## config.mk

```make
export PLATFORM = sky130hd
export DESIGN_NAME = unaligned_lsu
export DESIGN_NICKNAME = d
export VERILOG_FILES = /design/src/rtl/lsu_pkg.sv /design/src/rtl/lsu_rst_sync.sv /design/src/rtl/lsu_lane_plan.sv /design/src/rtl/lsu_load_gather.sv /design/src/rtl/unaligned_lsu.sv
export SDC_FILE = /design/constraint.sdc
export NUM_CORES = 1
export LEC_CHECK = 0
export BUFFER_PORTS_ARGS = -buffer_cell sky130_fd_sc_hd__buf_2
export CORE_MARGIN = 4
export CORE_UTILIZATION = 50
export CTS_CLUSTER_DIAMETER = 50
export DETAILED_ROUTE_END_ITERATION = 6
export PLACE_DENSITY = 0.75
export SYNTH_ARGS = -nofsm -noshare
export SYNTH_HDL_FRONTEND = slang
export SYNTH_HIERARCHICAL = 1
export SYNTH_SLANG_ARGS = --single-unit
```

## constraint.sdc

```tcl
create_clock -name clk -period 4.2 [get_ports clk]
set_input_delay 0 -clock clk [delete_from_list [all_inputs] [get_ports clk]]
set_output_delay 0 -clock clk [all_outputs]
set_load 0.01 [all_outputs]
```

## src/rtl/lsu_pkg.sv

```systemverilog
package lsu_pkg;
  typedef enum logic [1:0] {
    SZ_BYTE = 2'b00,
    SZ_HALF = 2'b01,
    SZ_WORD = 2'b10,
    SZ_BAD  = 2'b11
  } acc_size_e;

  typedef enum logic [1:0] {
    ST_IDLE   = 2'd0,
    ST_FIRST  = 2'd1,
    ST_SECOND = 2'd2
  } lsu_state_e;
endpackage

```

## src/rtl/lsu_rst_sync.sv

```systemverilog
module lsu_rst_sync (
  input  logic clk,
  input  logic rst_n,
  output logic rst_sn
);
  logic [1:0] sync_q;

  always_ff @(posedge clk or negedge rst_n) begin
    if (!rst_n) sync_q <= 2'b00;
    else        sync_q <= {sync_q[0], 1'b1};
  end

  assign rst_sn = sync_q[1];
endmodule

```

## src/rtl/lsu_lane_plan.sv

```systemverilog
module lsu_lane_plan #(
  parameter int DATA_W = 32
) (
  input  logic [$clog2(DATA_W/8)-1:0] off,
  input  logic [1:0]                  size,
  input  logic [DATA_W-1:0]           wdata,
  output logic [DATA_W/8-1:0]         sel_lo,
  output logic [DATA_W/8-1:0]         sel_hi,
  output logic [DATA_W-1:0]           dat_lo,
  output logic [DATA_W-1:0]           dat_hi,
  output logic                        split
);
  localparam int LANES = DATA_W / 8;
  localparam int OFF_W = $clog2(LANES);

  logic [LANES-1:0]    keep;
  logic [DATA_W-1:0]   wclean;
  logic [2*LANES-1:0]  wide_sel;
  logic [2*DATA_W-1:0] wide_dat;
  logic [OFF_W+2:0]    bit_shift;

  // one enable and one cleaned byte per lane
  for (genvar g = 0; g < LANES; g++) begin : g_lane
    assign keep[g]            = (g < (1 << size));
    assign wclean[8*g +: 8]   = keep[g] ? wdata[8*g +: 8] : 8'h00;
  end

  assign bit_shift = {off, 3'b000};
  assign wide_sel  = {{LANES{1'b0}}, keep} << off;
  assign wide_dat  = {{DATA_W{1'b0}}, wclean} << bit_shift;

  assign sel_lo = wide_sel[LANES-1:0];
  assign sel_hi = wide_sel[2*LANES-1:LANES];
  assign dat_lo = wide_dat[DATA_W-1:0];
  assign dat_hi = wide_dat[2*DATA_W-1:DATA_W];
  assign split  = |sel_hi;
endmodule

```

## src/rtl/lsu_load_gather.sv

```systemverilog
module lsu_load_gather #(
  parameter int DATA_W = 32
) (
  input  logic [DATA_W-1:0]           lo_word,
  input  logic [DATA_W-1:0]           hi_word,
  input  logic [$clog2(DATA_W/8)-1:0] off,
  input  logic [1:0]                  size,
  input  logic                        sext,
  output logic [DATA_W-1:0]           result
);
  localparam int LANES = DATA_W / 8;
  localparam int OFF_W = $clog2(LANES);

  logic [2*DATA_W-1:0] pair;
  logic [DATA_W-1:0]   just;
  logic [LANES-1:0]    keep;
  logic [OFF_W+2:0]    bit_shift;
  logic                fill;

  assign bit_shift = {off, 3'b000};
  assign pair      = {hi_word, lo_word} >> bit_shift;
  assign just      = pair[DATA_W-1:0];

  always_comb begin
    fill = 1'b0;
    if (sext) begin
      unique case (size)
        2'b00:   fill = just[7];
        2'b01:   fill = just[15];
        default: fill = 1'b0;
      endcase
    end
  end

  for (genvar g = 0; g < LANES; g++) begin : g_lane
    assign keep[g]              = (g < (1 << size));
    assign result[8*g +: 8]     = keep[g] ? just[8*g +: 8] : {8{fill}};
  end
endmodule

```

## src/rtl/unaligned_lsu.sv

```systemverilog
module unaligned_lsu
  import lsu_pkg::*;
#(
  parameter int ADDR_W = 21,
  parameter int DATA_W = 32
) (
  input  logic              clk,
  input  logic              rst_n,
  input  logic              req_valid,
  input  logic              req_we,
  input  logic [ADDR_W-1:0] req_addr,
  input  logic [1:0]        req_size,
  input  logic              req_sext,
  input  logic [DATA_W-1:0] req_wdata,
  output logic              busy,
  output logic              done,
  output logic              err,
  output logic [DATA_W-1:0] rdata,
  output logic              mem_stb,
  output logic              mem_we,
  output logic [ADDR_W-1:0] mem_adr,
  output logic [DATA_W/8-1:0] mem_sel,
  output logic [DATA_W-1:0] mem_wdat,
  input  logic [DATA_W-1:0] mem_rdat,
  input  logic              mem_ack
);
  localparam int LANES = DATA_W / 8;
  localparam int OFF_W = $clog2(LANES);

  logic rst_sn;
  lsu_rst_sync u_rst (.clk(clk), .rst_n(rst_n), .rst_sn(rst_sn));

  lsu_state_e        st_q, st_d;
  logic [ADDR_W-1:0] word_adr_q;
  logic [OFF_W-1:0]  off_q;
  logic [1:0]        size_q;
  logic              sext_q, we_q;
  logic [DATA_W-1:0] wdata_q, lo_q, rdata_q;
  logic              done_q, err_q;

  logic              done_d, err_d, cap_en, lo_en, rd_en;
  logic [ADDR_W-1:0] next_adr;
  logic [LANES-1:0]  sel_lo, sel_hi;
  logic [DATA_W-1:0] dat_lo, dat_hi, g_lo, g_hi, g_res;
  logic              split;

  lsu_lane_plan #(.DATA_W(DATA_W)) u_plan (
    .off(off_q), .size(size_q), .wdata(wdata_q),
    .sel_lo(sel_lo), .sel_hi(sel_hi), .dat_lo(dat_lo), .dat_hi(dat_hi),
    .split(split)
  );

  assign g_lo = (st_q == ST_SECOND) ? lo_q : mem_rdat;
  assign g_hi = (st_q == ST_SECOND) ? mem_rdat : '0;

  lsu_load_gather #(.DATA_W(DATA_W)) u_gather (
    .lo_word(g_lo), .hi_word(g_hi), .off(off_q), .size(size_q),
    .sext(sext_q), .result(g_res)
  );

  // next-state logic
  always_comb begin
    st_d   = st_q;
    done_d = 1'b0;
    err_d  = 1'b0;
    cap_en = 1'b0;
    lo_en  = 1'b0;
    rd_en  = 1'b0;
    unique case (st_q)
      ST_IDLE: begin
        if (req_valid) begin
          if (req_size == SZ_BAD) begin
            err_d = 1'b1;
          end else begin
            cap_en = 1'b1;
            st_d   = ST_FIRST;
          end
        end
      end
      ST_FIRST: begin
        if (mem_ack) begin
          if (split) begin
            lo_en = 1'b1;
            st_d  = ST_SECOND;
          end else begin
            st_d   = ST_IDLE;
            done_d = 1'b1;
            rd_en  = !we_q;
          end
        end
      end
      ST_SECOND: begin
        if (mem_ack) begin
          st_d   = ST_IDLE;
          done_d = 1'b1;
          rd_en  = !we_q;
        end
      end
      default: st_d = ST_IDLE;
    endcase
  end

  // control registers
  always_ff @(posedge clk or negedge rst_sn) begin
    if (!rst_sn) begin
      st_q   <= ST_IDLE;
      done_q <= 1'b0;
      err_q  <= 1'b0;
    end else begin
      st_q   <= st_d;
      done_q <= done_d;
      err_q  <= err_d;
    end
  end

  // request capture, enabled on acceptance
  always_ff @(posedge clk or negedge rst_sn) begin
    if (!rst_sn) begin
      word_adr_q <= '0;
      off_q      <= '0;
      size_q     <= 2'b00;
      sext_q     <= 1'b0;
      we_q       <= 1'b0;
      wdata_q    <= '0;
    end else if (cap_en) begin
      word_adr_q <= {req_addr[ADDR_W-1:OFF_W], {OFF_W{1'b0}}};
      off_q      <= req_addr[OFF_W-1:0];
      size_q     <= req_size;
      sext_q     <= req_sext;
      we_q       <= req_we;
      wdata_q    <= req_wdata;
    end
  end

  // first-word hold for split loads
  always_ff @(posedge clk or negedge rst_sn) begin
    if (!rst_sn)    lo_q <= '0;
    else if (lo_en) lo_q <= mem_rdat;
  end

  // load result
  always_ff @(posedge clk or negedge rst_sn) begin
    if (!rst_sn)    rdata_q <= '0;
    else if (rd_en) rdata_q <= g_res;
  end

  assign next_adr = word_adr_q + ADDR_W'(LANES);

  always_comb begin
    mem_adr  = '0;
    mem_sel  = '0;
    mem_wdat = '0;
    unique case (st_q)
      ST_FIRST: begin
        mem_adr  = word_adr_q;
        mem_sel  = sel_lo;
        mem_wdat = dat_lo;
      end
      ST_SECOND: begin
        mem_adr  = next_adr;
        mem_sel  = sel_hi;
        mem_wdat = dat_hi;
      end
      default: ;
    endcase
  end

  assign mem_stb = (st_q != ST_IDLE);
  assign mem_we  = mem_stb & we_q;
  assign busy    = (st_q != ST_IDLE);
  assign done    = done_q;
  assign err     = err_q;
  assign rdata   = rdata_q;
endmodule

```

; ---- Word-level counts from Yosys, hierarchy flattened
; Cells that the tools add are included.
[op_classes]
addsub = 1
n_lt_le_gt_ge = 4
n_eq_ne = 8
n_shift = 4
muxes = 38
bitwise = 1
reduce_logical = 6
[op_table]
columns = cell, count
row1 = 3-bit by 32-bit < comparator with 1-bit output (first input constant), 2
row2 = 32-bit two-way mux, 2
row3 = 8-bit two-way mux, 8
row4 = 32-bit case mux with 2 select lines, 1
row5 = 32-bit by 5-bit left shift with 64-bit output, 1
row6 = 64-bit by 5-bit >> shifter with 32-bit output, 1
row7 = 21-bit case mux with 2 select lines, 1
row8 = 1-bit by 32-bit < comparator with 1-bit output (first input constant), 1
row9 = 2-bit by 32-bit < comparator with 1-bit output (first input constant), 1
row10 = 1-bit by 2-bit left shift with 32-bit output (first input constant), 1
row11 = 21-bit by 3-bit adder with 21-bit output (second input constant), 1
row12 = 1-bit two-way mux, 16
row13 = 2-bit two-way mux, 5
row14 = 2-bit inequality test (second input constant), 4
row15 = 4-bit case mux with 2 select lines, 1
row16 = 4-bit by 2-bit left shift with 8-bit output, 1
row17 = 1-bit case mux with 2 select lines, 3
row18 = 2-bit case mux with 3 select lines, 1
row19 = 2-bit by 1-bit == test with 1-bit output (second input constant), 2
row20 = 2-bit == test (second input constant), 2
row21 = 2-bit logical NOT, 2
row22 = 4-bit AND reduction, 1
row23 = 4-bit OR reduction, 1
row24 = 2-bit nonzero test, 1
row25 = other kinds (2), 2
[word_totals]
reg_bits = 127
in_bits = 93
output_inout_bits = 94
word_cells = 74

; ---- Longest topological paths before layout
[depth]
word_depth = 7
depth_mapped = 12
depth_no_buf = 8

; ---- Cells and area by module
; The synthesis kept the hierarchy.
[modules_own_cells]
columns = mod, n_inst, cells_each, area_per_inst_um2, seq_area_each_um2
row1 = unaligned_lsu, 1, 550, 6497.5, 3128.0
row2 = lsu_load_gather, 1, 120, 918.4, 0.0
row3 = lsu_lane_plan, 1, 143, 902.1, 0.0
row4 = lsu_rst_sync, 1, 3, 53.8, 50.0

; ---- Worst setup path after synthesis
; OpenSTA, ideal clock, no wires.
[synth_path]
path_kind = register to register
from = register st_q[0]
to = register rdata_q[30], in the netlist rdata[30]
setup_time_ns = 0.125
arrival_time_ns = 2.679
required_ns = 4.075
slack_ns = 1.396
stages_incl_launch_ff = 12
path_buffers = 3
period_less_slack_ns = 2.804
path_cell_list = dfrtp_1 -> inv_1 -> ha_1 -> clkbuf_1 -> clkbuf_1 -> mux2_2 -> mux2i_1 -> o211ai_2 -> a31oi_4 -> buf_6 -> o221ai_1 -> mux2_2
[synth_between]
elab_chain_cells = 6
elab_cells_between_ends = 9
cone_classes = eq/ne (2) / shift (1) / mux (6)
[synth_lines]
columns = element, line
row1 = "start, declared", unaligned_lsu.sv:33  ; lsu_state_e st_q, st_d;
row2 = "start signal, assigned", unaligned_lsu.sv:110  ; st_q <= st_d;
row3 = 2-bit == test, unaligned_lsu.sv:53  ; assign g_lo = (st_q == ST_SECOND) ? lo_q : mem_rdat;
row4 = 32-bit two-way mux, unaligned_lsu.sv:53
row5 = via g_lo[31], unaligned_lsu.sv:44  ; logic [DATA_W-1:0] dat_lo, dat_hi, g_lo, g_hi, g_res;
row6 = 64-bit by 5-bit >> shifter with 32-bit output, lsu_load_gather.sv:21  ; assign pair = {hi_word, lo_word} >> bit_shift;
row7 = 1-bit case mux with 2 select lines, lsu_load_gather.sv:27  ; unique case (size)
row8 = 1-bit two-way mux, lsu_load_gather.sv:26  ; if (sext) begin
row9 = 8-bit two-way mux, lsu_load_gather.sv:37  ; assign result[8*g +: 8] = keep[g] ? just[8*g +: 8] : {8{fill}};
row10 = via g_res[30], unaligned_lsu.sv:44
row11 = "end signal, assigned", unaligned_lsu.sv:144  ; else if (rd_en) rdata_q <= g_res;
row12 = "end, declared", unaligned_lsu.sv:38  ; logic [DATA_W-1:0] wdata_q, lo_q, rdata_q;
; The timed path passes the listed nets, and every way through them passes these cells.
; A chain may end at the register's enable or synchronous reset.

; ---- Worst setup path after layout
[layout_path]
from = register st_q[0]
to = register rdata_q[19], in the netlist rdata[19]
; Same word-level chain as after synthesis.

==> key figures <==
GRT
  – Pin count of the biggest net entering global routing: 75
  – Initial antenna violation count: 1
  – Vias in the first global route: 7344
  – Total grt overflow: 0
  – First-pass GRT wire length: 38.8 mm
  – Total track usage: 26.2%

STA
  – Fin crit period: 3.09 ns
  – Endpoints failing setup: 0
  – Final Hold Viols: 0
  – Worst Tran Pin Value: 1.01 ns
  – Fmax: 323 MHz
  – Final setup skew: 0.0126 ns
  – Setup TNS: 0 ns
  – Slew Viols, Final: 0
  – Hold slack: 0.0884 ns
  – PnR worst setup slack: 1.11 ns
  – Fin crit share: 73.6%
  – Rel. slew slack: 32.8%
  – RSZ-0062 raised after global routing: no

Critical path
  – Element type at the critical path end: register
  – Required @ worst endpoint: 4.50 ns
  – Worst Path Class, Setup: register to register
  – Arr. time, crit path: 3.39 ns
  – CP max FO: 62
  – Startpoint types: register

Run status
  – Status: finished with violations
  – Failing checks: DRC

Routing
  – Post-route antenna net violation count: 0
  – DRT iter0 DRCs: 840
  – Routed WL: 24.2 mm
  – Via count: 7383
  – Avg WL per Cell: 19.0 um
  – TritonRoute pass-1 iters: 7
  – Residual DRC: 3
  – Via density per instance: 5.79

Die
  – I/O Pins: 187
  – Die Area: 0.0188 sq mm
  – Die H: 137 um
  – Die span in x: 137 um
  – CORE AREA: 0.0161 sq mm
  – Row cnt: 46
  – Starting Density: 51.6%

Clock tree
  – Post-CTS setup buffer count: 0
  – Clock Tree Root: clkbuf_16
  – Clock transition at the registers of the reported paths: 0.06 ns
  – CTS tree: yes
  – CTS Buf Count: 17
  – Clock Sinks: 127
  – Clock Path Buffers: 2
  – Worst-skew pair later-pin latency: 0.42 ns
  – H-Tree Depth: 4
  – Post_cts resized: 0

Synth
  – Synthesis Warnings: 6
  – Avg Inst Size Synth: 10.3 sq um
  – Synthesized instance count: 808
  – Mapped Area: 0.00832 sq mm

Pwr
  – Leakage power: 4.96 nW
  – Power per cell area: 753 mW/mm^2
  – Max IR drop VDD: 0.412 mV

Placed design
  – PortBufs: 184
  – Placed cells: 1148
  – Pre-CTS setup slack: 1.10 ns
  – Routability cong.: 0.882
  – Hpwl dp: 15.8 mm

Finish
  – Final layout net count: 1142
  – Fillers: 1234
  – Core Util, Final: 67.3%
  – Share of cells above drive strength 1: 37.7%
  – Area Overhead vs Synth: 30.4%
  – Layout Cells excl Fill: 1275
  – Commonest non-fill, non-tap cell in the layout: buf_2
  – Commonest non-fill, non-tap cells in the layout: 184 x buf_2, 159 x mux2_2, 124 x dfrtp_1

Hold path
  – Worst Hold Class: primary input to register

Flow run
  – Max Cap Viol: 0
-- routing by layer --
layer | GRT usage, % | wire (um)
met1 | 34.6 | 10200
met2 | 42.1 | 11600
met3 | 6.10 | 1800
met4 | 9.20 | 613
met5 | 0 | 0
-- layout make-up --
type | count | area, sq um | share of cell area [%]
multi-input combinational | 593 | 4730 | 43.6
sequential | 127 | 3180 | 29.4
timing repair buffer | 287 | 1940 | 17.9
clock buffer | 21 | 470 | 4.34
tap | 216 | 270 | 2.49
clock inverter | 11 | 176 | 1.63
inverter | 19 | 71.3 | 0.657
antenna | 1 | 2.50 | 0.0231
-- flip-flops by register name (all words and copies together) (netlist names) --
name	cells
size_q	2
off_q	2
lo_q	32
u_rst/sync_q	2
wdata_q	32
st_q	2
we_q	1
done	1
sext_q	1
rdata	32
word_adr_q	19
err	1
-- metrics by stage --
stage | cell area, sq um | total power, W
final | 10800 | 0.00816
after global routing | 10800 | 0.00872
after CTS | 10800 | 0.00812
after detailed placement | 9260 | 0.00639
after global placement | 9260 | 0.00631
after floorplan | 8360 | 0.00534
-- power breakdown --
group	switching [W]	internal, W
registers	0.000749	0.00182
clock network	0.000580	0.00105
logic	0.00205	0.00192
total	0.00338	0.00479
-- final timing paths --
kind                                                 from                         to  slack [ns]  cells after the start
worst max-delay path                  st_q[0]$_DFFE_PN0P_      rdata[19]$_DFFE_PN0P_        1.11                      8
worst max register to register        st_q[0]$_DFFE_PN0P_      rdata[19]$_DFFE_PN0P_        1.11                      8
worst min register to register  u_rst/sync_q[0]$_DFF_PN0_  u_rst/sync_q[1]$_DFF_PN0_        0.35                      0
min in group asynchronous                           rst_n  u_rst/sync_q[0]$_DFF_PN0_        0.43                      3
max in group asynchronous       u_rst/sync_q[1]$_DFF_PN0_      rdata[24]$_DFFE_PN0P_        2.91                      1
worst min-delay path                            req_valid      size_q[1]$_DFFE_PN0P_        0.09                      4
-- critical path, cell delays in order (launching register included) --
cell and delay (ns):
dfrtp_1 0.38, inv_1 0.13, ha_4 0.60, mux2_2 0.42, mux2i_1 0.27, o211ai_2 0.16
a31oi_4 0.46, o221ai_1 0.21, mux2_2 0.30
-- timing repair --
| action | 4_1_cts | 5_1_grt |
|---|---|---|
| hold endpoints to repair | 94 | 0 |
| hold buffers | 94 | 0 |
| endpoints found under the setup margin | 0 | 0 |
Power figures use the tool's default switching activity.
